`src/rtl/pwr_state_pkg.sv`:
```
package pwr_state_pkg;

  typedef enum logic [1:0] {
    REQ_ON   = 2'b00,
    REQ_IDLE = 2'b01,
    REQ_SRST = 2'b10,
    REQ_KEEP = 2'b11
  } pwr_req_e;

  typedef enum logic [1:0] {
    CODE_ON     = 2'b00,
    CODE_IDLE   = 2'b01,
    CODE_SRST   = 2'b10,
    CODE_MOVING = 2'b11
  } pwr_code_e;

  typedef enum logic [2:0] {
    PH_ON,
    PH_IDLE,
    PH_HOLD,
    PH_SRST,
    PH_WAKE
  } pwr_phase_e;

endpackage

```
`src/rtl/pwr_seq_fsm.sv`:
```
module pwr_seq_fsm
  import pwr_state_pkg::*;
#(
  parameter int HOLD_CYC = 2,
  parameter int WAKE_CYC = 2
) (
  input  logic       clk,
  input  logic       rst_n,
  input  logic [1:0] req_i,
  output logic [1:0] code_o,
  output logic       clk_en_o,
  output logic       prst_o,
  output logic       permit_o
);

  localparam int MAXC = (HOLD_CYC > WAKE_CYC) ? HOLD_CYC : WAKE_CYC;
  localparam int CW   = $clog2(MAXC + 1);
  localparam logic [CW-1:0] HOLD_LAST = CW'(HOLD_CYC - 1);
  localparam logic [CW-1:0] WAKE_LAST = CW'(WAKE_CYC - 1);

  pwr_phase_e phase_q, phase_d;
  logic [CW-1:0] cnt_q, cnt_d;
  pwr_req_e req;

  assign req = pwr_req_e'(req_i);

  always_comb begin
    phase_d = phase_q;
    cnt_d   = '0;
    unique case (phase_q)
      PH_ON: begin
        if (req == REQ_IDLE)      phase_d = PH_IDLE;
        else if (req == REQ_SRST) phase_d = PH_HOLD;
      end
      PH_IDLE: begin
        if (req == REQ_ON)        phase_d = PH_ON;
        else if (req == REQ_SRST) phase_d = PH_HOLD;
      end
      PH_HOLD: begin
        if (cnt_q == HOLD_LAST) phase_d = PH_SRST;
        else                    cnt_d = cnt_q + 1'b1;
      end
      PH_SRST: begin
        if (req == REQ_ON) phase_d = PH_WAKE;
      end
      PH_WAKE: begin
        if (cnt_q == WAKE_LAST) phase_d = PH_ON;
        else                    cnt_d = cnt_q + 1'b1;
      end
      default: phase_d = PH_ON;
    endcase
  end

  always_ff @(posedge clk or negedge rst_n) begin
    if (!rst_n) begin
      phase_q <= PH_ON;
      cnt_q   <= '0;
    end else begin
      phase_q <= phase_d;
      cnt_q   <= cnt_d;
    end
  end

  always_comb begin
    clk_en_o = 1'b0;
    prst_o   = 1'b0;
    permit_o = 1'b0;
    code_o   = CODE_MOVING;
    unique case (phase_q)
      PH_ON:   begin clk_en_o = 1'b1; permit_o = 1'b1; code_o = CODE_ON; end
      PH_IDLE: begin code_o = CODE_IDLE; end
      PH_HOLD: begin clk_en_o = 1'b1; prst_o = 1'b1; end
      PH_SRST: begin prst_o = 1'b1; code_o = CODE_SRST; end
      PH_WAKE: begin clk_en_o = 1'b1; prst_o = 1'b1; end
      default: begin code_o = CODE_MOVING; end
    endcase
  end

  AST_RST_LEADS_GATE: assert property (@(posedge clk) disable iff (!rst_n)
    (!clk_en_o && $past(clk_en_o) && prst_o) |-> ($past(prst_o) && $past(prst_o, 2)));

  AST_CLK_LEADS_RELEASE: assert property (@(posedge clk) disable iff (!rst_n)
    $fell(prst_o) |-> (clk_en_o && $past(clk_en_o) && $past(clk_en_o, 2)));

  AST_IDLE_IN_SRST_IGNORED: assert property (@(posedge clk) disable iff (!rst_n)
    (phase_q == PH_SRST && req == REQ_IDLE) |=> (code_o == CODE_SRST));

  AST_SEQ_LOCKED: assert property (@(posedge clk) disable iff (!rst_n)
    (phase_q == PH_HOLD && cnt_q != HOLD_LAST) |=> (phase_q == PH_HOLD));

endmodule

```
`src/rtl/pwr_reg_bank.sv`:
```
module pwr_reg_bank #(
  parameter int          NREGS    = 4,
  parameter int          DW       = 16,
  parameter int unsigned DEF_BASE = 32'hC3A0,
  localparam int         AW       = (NREGS > 1) ? $clog2(NREGS) : 1
) (
  input  logic                      clk,
  input  logic                      rst_n,
  input  logic                      clk_en_i,
  input  logic                      prst_i,
  input  logic                      we_i,
  input  logic [AW-1:0]             waddr_i,
  input  logic [DW-1:0]             wdata_i,
  output logic [NREGS-1:0][DW-1:0]  regs_o
);

  logic [NREGS-1:0][DW-1:0] defaults;

  for (genvar g = 0; g < NREGS; g++) begin : g_reg
    localparam logic [DW-1:0] DEF = DW'(DEF_BASE + g);
    assign defaults[g] = DEF;

    always_ff @(posedge clk or negedge rst_n) begin
      if (!rst_n) begin
        regs_o[g] <= DEF;
      end else if (clk_en_i) begin
        if (prst_i)                                 regs_o[g] <= DEF;
        else if (we_i && waddr_i == AW'(g))         regs_o[g] <= wdata_i;
      end
    end
  end

  AST_HOLD_WHEN_GATED: assert property (@(posedge clk) disable iff (!rst_n)
    !clk_en_i |=> $stable(regs_o));

  AST_DEFAULTS_AFTER_PRST: assert property (@(posedge clk) disable iff (!rst_n)
    (clk_en_i && prst_i) |=> (regs_o == defaults));

endmodule

```
`src/rtl/pwr_access_port.sv`:
```
module pwr_access_port #(
  parameter int  NREGS = 4,
  parameter int  DW    = 16,
  localparam int AW    = (NREGS > 1) ? $clog2(NREGS) : 1
) (
  input  logic                     clk,
  input  logic                     rst_n,
  input  logic                     permit_i,
  input  logic                     acc_valid_i,
  output logic                     acc_ready_o,
  input  logic                     acc_write_i,
  input  logic [AW-1:0]            acc_addr_i,
  input  logic [DW-1:0]            acc_wdata_i,
  input  logic [NREGS-1:0][DW-1:0] regs_i,
  output logic                     we_o,
  output logic [AW-1:0]            waddr_o,
  output logic [DW-1:0]            wdata_o,
  output logic                     rsp_valid_o,
  output logic                     rsp_err_o,
  output logic [DW-1:0]            rsp_rdata_o
);

  assign acc_ready_o = 1'b1;
  assign we_o        = acc_valid_i && acc_write_i && permit_i;
  assign waddr_o     = acc_addr_i;
  assign wdata_o     = acc_wdata_i;

  always_ff @(posedge clk or negedge rst_n) begin
    if (!rst_n) begin
      rsp_valid_o <= 1'b0;
      rsp_err_o   <= 1'b0;
      rsp_rdata_o <= '0;
    end else begin
      rsp_valid_o <= acc_valid_i;
      rsp_err_o   <= acc_valid_i && !permit_i;
      if (acc_valid_i && permit_i && !acc_write_i) rsp_rdata_o <= regs_i[acc_addr_i];
      else                                         rsp_rdata_o <= '0;
    end
  end

  AST_REFUSED_READS_ZERO: assert property (@(posedge clk) disable iff (!rst_n)
    (rsp_valid_o && rsp_err_o) |-> (rsp_rdata_o == '0));

  AST_RSP_NEXT_CYCLE: assert property (@(posedge clk) disable iff (!rst_n)
    acc_valid_i |=> rsp_valid_o);

  AST_DENIED_FLAGGED: assert property (@(posedge clk) disable iff (!rst_n)
    (acc_valid_i && !permit_i) |=> rsp_err_o);

endmodule

```
`src/rtl/pwr_state_ctl.sv`:
```
module pwr_state_ctl #(
  parameter int          NREGS    = 4,
  parameter int          DW       = 16,
  parameter int unsigned DEF_BASE = 32'hC3A0,
  parameter int          HOLD_CYC = 2,
  parameter int          WAKE_CYC = 2,
  localparam int         AW       = (NREGS > 1) ? $clog2(NREGS) : 1
) (
  input  logic          clk,
  input  logic          rst_n,
  input  logic [1:0]    pwr_req_i,
  output logic [1:0]    pwr_state_o,
  output logic          clk_en_o,
  output logic          periph_rst_o,
  output logic          access_ok_o,
  input  logic          acc_valid_i,
  output logic          acc_ready_o,
  input  logic          acc_write_i,
  input  logic [AW-1:0] acc_addr_i,
  input  logic [DW-1:0] acc_wdata_i,
  output logic          rsp_valid_o,
  output logic          rsp_err_o,
  output logic [DW-1:0] rsp_rdata_o
);

  logic                     we;
  logic [AW-1:0]            waddr;
  logic [DW-1:0]            wdata;
  logic [NREGS-1:0][DW-1:0] regs;

  pwr_seq_fsm #(
    .HOLD_CYC (HOLD_CYC),
    .WAKE_CYC (WAKE_CYC)
  ) u_fsm (
    .clk      (clk),
    .rst_n    (rst_n),
    .req_i    (pwr_req_i),
    .code_o   (pwr_state_o),
    .clk_en_o (clk_en_o),
    .prst_o   (periph_rst_o),
    .permit_o (access_ok_o)
  );

  pwr_reg_bank #(
    .NREGS    (NREGS),
    .DW       (DW),
    .DEF_BASE (DEF_BASE)
  ) u_bank (
    .clk      (clk),
    .rst_n    (rst_n),
    .clk_en_i (clk_en_o),
    .prst_i   (periph_rst_o),
    .we_i     (we),
    .waddr_i  (waddr),
    .wdata_i  (wdata),
    .regs_o   (regs)
  );

  pwr_access_port #(
    .NREGS (NREGS),
    .DW    (DW)
  ) u_port (
    .clk         (clk),
    .rst_n       (rst_n),
    .permit_i    (access_ok_o),
    .acc_valid_i (acc_valid_i),
    .acc_ready_o (acc_ready_o),
    .acc_write_i (acc_write_i),
    .acc_addr_i  (acc_addr_i),
    .acc_wdata_i (acc_wdata_i),
    .regs_i      (regs),
    .we_o        (we),
    .waddr_o     (waddr),
    .wdata_o     (wdata),
    .rsp_valid_o (rsp_valid_o),
    .rsp_err_o   (rsp_err_o),
    .rsp_rdata_o (rsp_rdata_o)
  );

  AST_GATED_NO_PERMIT: assert property (@(posedge clk) disable iff (!rst_n)
    (pwr_state_o == 2'b01) |-> (!clk_en_o && !periph_rst_o && !access_ok_o));

endmodule

```
`config.mk`:
```
export PLATFORM = sky130hd
export DESIGN_NAME = pwr_state_ctl
export DESIGN_NICKNAME = d
export VERILOG_FILES = /design/src/rtl/pwr_state_pkg.sv /design/src/rtl/pwr_seq_fsm.sv /design/src/rtl/pwr_reg_bank.sv /design/src/rtl/pwr_access_port.sv /design/src/rtl/pwr_state_ctl.sv
export SDC_FILE = /design/constraint.sdc
export NUM_CORES = 1
export LEC_CHECK = 0
export BUFFER_PORTS_ARGS = -buffer_cell sky130_fd_sc_hd__buf_2
export CAP_MARGIN = 25
export CORE_ASPECT_RATIO = 1.4
export CORE_MARGIN = 5
export CORE_UTILIZATION = 35
export CTS_CLUSTER_SIZE = 10
export DETAILED_ROUTE_END_ITERATION = 7
export GPL_ROUTABILITY_DRIVEN = 1
export GPL_TIMING_DRIVEN = 0
export PLACE_DENSITY = 0.59
export SLEW_MARGIN = 20
export SYNTH_ARGS = -nofsm -noshare
export SYNTH_HDL_FRONTEND = slang
export SYNTH_SLANG_ARGS = --single-unit
export TNS_END_PERCENT = 50
```
`constraint.sdc`:
```
create_clock -name clk -period 2.5 [get_ports clk]
set_input_delay 0.5 -clock clk [delete_from_list [all_inputs] [get_ports clk]]
set_output_delay 0.5 -clock clk [all_outputs]
set_load 0.02 [all_outputs]
```
# Yosys cells after proc, flatten, opt, wreduce, memory -nomap -nowiden
# Index checks and enable logic that the tools add are counted.
[totals] reg_bits=87
[classes] n_addsub=1 n_lt_le_gt_ge=1 n_eq_ne=13 muxes=24 n_reduce_logical=26
[op_table] operator="$mux 16" n=10
[op_table] operator="$bmux 16 s2" n=1
[op_table] operator="$mux 3" n=6
[op_table] operator="$pmux 3 s5" n=1
[op_table] operator="$logic_and 1x1->1" n=9
[op_table] operator="$reduce_and 2->1" n=4
[op_table] operator="$reduce_bool 2->1" n=4
[op_table] operator="$eq 2x1->1 const B" n=3
[op_table] operator="$eq 2x2->1 const B" n=3
[op_table] operator="$eq 3x2->1 const B" n=2
[op_table] operator="$ne 2x1->1 const B" n=3
[op_table] operator="$pmux 2 s3" n=1
[op_table] operator="$reduce_or 3->1" n=2
[op_table] operator="$logic_not 2->1" n=2
[op_table] operator="$mux 2" n=2
[op_table] operator="$eq 3x1->1 const B" n=1
[op_table] operator="$eq 3x3->1 const B" n=1
[op_table] operator="$logic_not 3->1" n=1
[op_table] operator="$lt 2x3->1 const B" n=1
[op_table] operator="$mux 1" n=3
[op_table] operator="$reduce_and 3->1" n=1
[op_table] operator="$add 2x1->2 const B" n=1
[op_table] operator="$logic_not 1->1" n=2
[op_table] operator="$reduce_or 2->1" n=1

# Logic depth before layout (Yosys ltp)
[logic_depth] ltp_word=6 depth_mapped=8

# Cells and area by module
# Synthesis repeated with hierarchy kept, for this count alone.
[hier_totals] hier_cells=446 area_unflattened_um2=4591.9
[modules_own_cells] mod="pwr_reg_bank" instances=1 cells_each=319 area_per_inst_um2=3189.3 seq_area_each_um2=1636.6
[modules_own_cells] mod="pwr_access_port" instances=1 cells_each=97 area_per_inst_um2=1116.1 seq_area_each_um2=450.4
[modules_own_cells] mod="pwr_seq_fsm" instances=1 cells_each=30 area_per_inst_um2=286.5 seq_area_each_um2=125.1

# Worst setup path before layout
# OpenSTA, ideal clock, no wires.
[synth_timing] path_type="register to output" startpoint="reg u_fsm.phase_q[2]" endpoint="out periph_rst_o" t_arrival_ps=1381 path_slack_ps=619 stages_incl_launch_ff=5 path_buffers=2 path_cell_list="dfrtp_1 buf_2 or3b_2 nand2_1 buf_2"
[synth_via] elab_chain_cells=3
[synth_lines] element="start: declaration" line="pwr_seq_fsm.sv:21" rtl="pwr_phase_e phase_q, phase_d;"
[synth_lines] element="start signal: assignment" line="pwr_seq_fsm.sv:59" rtl="phase_q <= phase_d;"
[synth_lines] element="$eq 3x2->1 or $eq 3x3->1 (tied branches)" line="pwr_seq_fsm.sv:69" rtl="unique case (phase_q)"
[synth_lines] element="$reduce_or 3->1 (no source line) (*)"
[synth_lines] element="$mux 1 (*)" line="pwr_seq_fsm.sv:69"
[synth_lines] element="end: declaration" line="pwr_state_ctl.sv:14" rtl="output logic periph_rst_o,"
# Mark *: on every way between the ends. The rest lies on a longest branch, timed or not.

# Worst setup path after layout
# Ends and elaborated chain as after synthesis.

==> impl_metrics.yaml <==
status:
  status: "finished clean"
cts:
  clockBufferDepth: 2
  cts.sinks: 87
  htreeDepth: 3
  cts_buffers: 9
  root_buffer: "clkbuf_16"
  hold_buffers: 0
  clock_latency_ns: 0.35
  cts_setup_buffers: 0
  tritoncts: "built"
  clk_pin_slew_worst_paths_ns: 0.06
setup_path:
  crit_buf_inv: 3
  cp-end-kind: "primary output"
  start_kind: "register"
  crit_path_max_incr_delay_ns: 0.50
  rrSetupSlack_ns: 0.27
  path_class: "reg2out"
  worstPathMaxFanout: 10
  path_cells: "clkbuf_4 > or3b_2 > nand2_4 > buf_6 > buf_2"
  crit_family: "simple AND/OR/NAND/NOR gates"
  crit_arrival_ns: 1.93
  critPathSlowestCell: "or3b_2"
  worstPathRequired_ns: 2.00
timing:
  skew_ns: 0.006399
  finalCritPeriodShare_pct: 97.04
  worstMarginPinSlew_ns: 0.7527
  min_period_ns: 2.426
  setup_violations: 0
  whs_ns: 0.08552
  tns_ns: 0
  slew_headroom_pct: 49.11
  rsz0062_at_grt: "false"
  fin_ws_ns: 0.07398
  clock.fmax_mhz: 412.2
  hold_viol: 0
  drv_slew: 0
power:
  p_per_area_nw_per_um2: 1218
  peakVddDrop_mv: 0.3967
  leakage_nw: 2.046
  fin_total_pwr_mw: 6.299
synth:
  post_synth_num_cell_types: 38
  postSynthCellCount: 369
  async_flop_share_pct: 100.0
  synth_top_area_cell: "dfrtp_1"
  yosysWarnings: 0
  synth_area_leaders: "dfrtp_1 (34%), dfstp_2 (17%), mux4_2 (8.2%)"
  synth_area_sq_um: 4402
  synth_nets: 393
  synth-seq-area-share_pct: 50.26
  ys_ff_latch: 87
  synth_edf_count: 0
  syn_avg_cell_area_sq_um: 11.93
  netlist.area_leader.share_pct: 33.54
  synth_flop_cell: "dfrtp_1"
layout:
  regArea_sq_um: 2212
  layout-drive-gt1-share_pct: 32.25
  multiInputGateArea_sq_um: 1869
  n_antenna_cell: 0
  area_growth_pct: 17.45
  post-route-util_pct: 41.99
  final_common_cell: "buf_2"
  layout_common_cells: "buf_2 (65), dfrtp_1 (59), inv_1 (37), a32oi_1 (36), o31ai_1 (36)"
  nets: 450
  nFillCells: 1157
die:
  die_y_um: 142.7
  fp-row-count: 48
  pin_count: 48
  die_w_um: 104.8
  start_util_pct: 35.75
  coreArea_sq_um: 12310
  dieArea_sq_um: 14950
global_routing:
  antenna_found_initial: 1
  grt_pass1_wl_um: 19750
  use_met2_pct: 29.00
  grtUsageMet1_pct: 20.88
  gr-total-overflow: 0
  busiest_layer: "met2"
  grtUsageTotal_pct: 17.05
  met3_usage_pct: 2.895
  grt_max_degree: 58
  first_global_vias: 3596
placement:
  gp_congestion: 0.8161
  dp_hpwl_um: 8306
  dp_slack_ns: 0.1651
  io_buffers: 46
routing:
  avgRoutedWirePerCell_um: 21.24
  drt_iter0_drc: 190
  vias: 3487
  drc: 0
  drt-vias-per-instance: 6.002
  routed_wl_um: 12340
  ant_nets: 0
  dr.pass1.iters: 5
hold_path:
  min_path_type: "in2async"
flow_run:
  cap_violations: 0
==> power breakdown <==
group | total [mW] | internal (mW) | switching [mW]
sequential | 2.60 | 2.15 | 0.452
combinational | 2.30 | 1.00 | 1.29
clock | 1.41 | 0.833 | 0.573
==> per-layer routing <==
metal  part of all wire (%)  vias up
met5                   0.11        -
met4                    3.6        2
met3                    5.2       33
met2                     51      144
met1                     40     1744
li1                       -     1564
==> per-stage QoR <==
stage               instance area [sq um]  cells
floorplan                            4402    369
global placement                     4820    565
detailed placement                   4850    566
global route                         5170    581
finish                               5170    581
CTS                                  5162    581
==> final timing paths <==
kind	end	cells past startpoint	start
min	u_port.rsp_rdata_o[4]	1	rst_n
max in group asynchronous	u_bank.regs_o[33]	2	rst_n
min in group clk	u_port.rsp_valid_o	1	acc_valid_i
min reg2reg	u_fsm.cnt_q[0]	1	u_fsm.cnt_q[0]
max	periph_rst_o	5	u_fsm.phase_q[2]
max reg2reg	u_bank.regs_o[62]	8	u_fsm.phase_q[0]
==> kinds of logic (layout without fill, tap and decap cells) <==
| kind of cell | Yosys count | after routing | synth area share (%) |
|---|---|---|---|
| simple gates | 54 | 54 | 7.788 |
| other cells | 1 | 1 | 0.08519 |
| buf+inv | 75 | 137 | 7.447 |
| flops | 87 | 87 | 50.26 |
| xor+xnor | 2 | 2 | 0.3980 |
| compound gates | 134 | 134 | 25.84 |
| mux | 16 | 16 | 8.187 |
==> sequential cells by signal (all words and copies together), names as in the netlist <==
register / cells
u_port.rsp_valid_o: 1
u_fsm.phase_q: 3
u_bank.regs_o: 64
u_port.rsp_err_o: 1
u_port.rsp_rdata_o: 16
u_fsm.cnt_q: 2
==> Yosys cell counts, types with 4 or more instances <==
cell type / count
dfstp_2: 28
mux4_2: 16
a211oi_1: 4
dfrtp_1: 59
buf_1: 4
nand2b_1: 4
o31ai_1: 36
o31a_1: 24
nor2_1: 6
nor2b_1: 20
a32oi_1: 36
a2111oi_0: 4
inv_1: 37
o32a_1: 24
buf_2: 22
clkbuf_1: 9
==> repair_timing <==
item	in CTS	in global routing
gates resized for setup	3	2
pin swaps	0	0
hold endpoints to repair	0	0
setup endpoints to repair	2	1
==> final cells by class <==
cell class	instances	share of cell area, %
Timing Repair Buffer	47	5.034
Multi-Input combinational cell	207	36.16
Sequential cell	87	42.79
Clock buffer	12	4.961
Clock inverter	4	0.9923
Tap cell	150	3.630
Inverter	37	2.686
Buffer	37	3.751
Power figures use the tool's default switching activity.
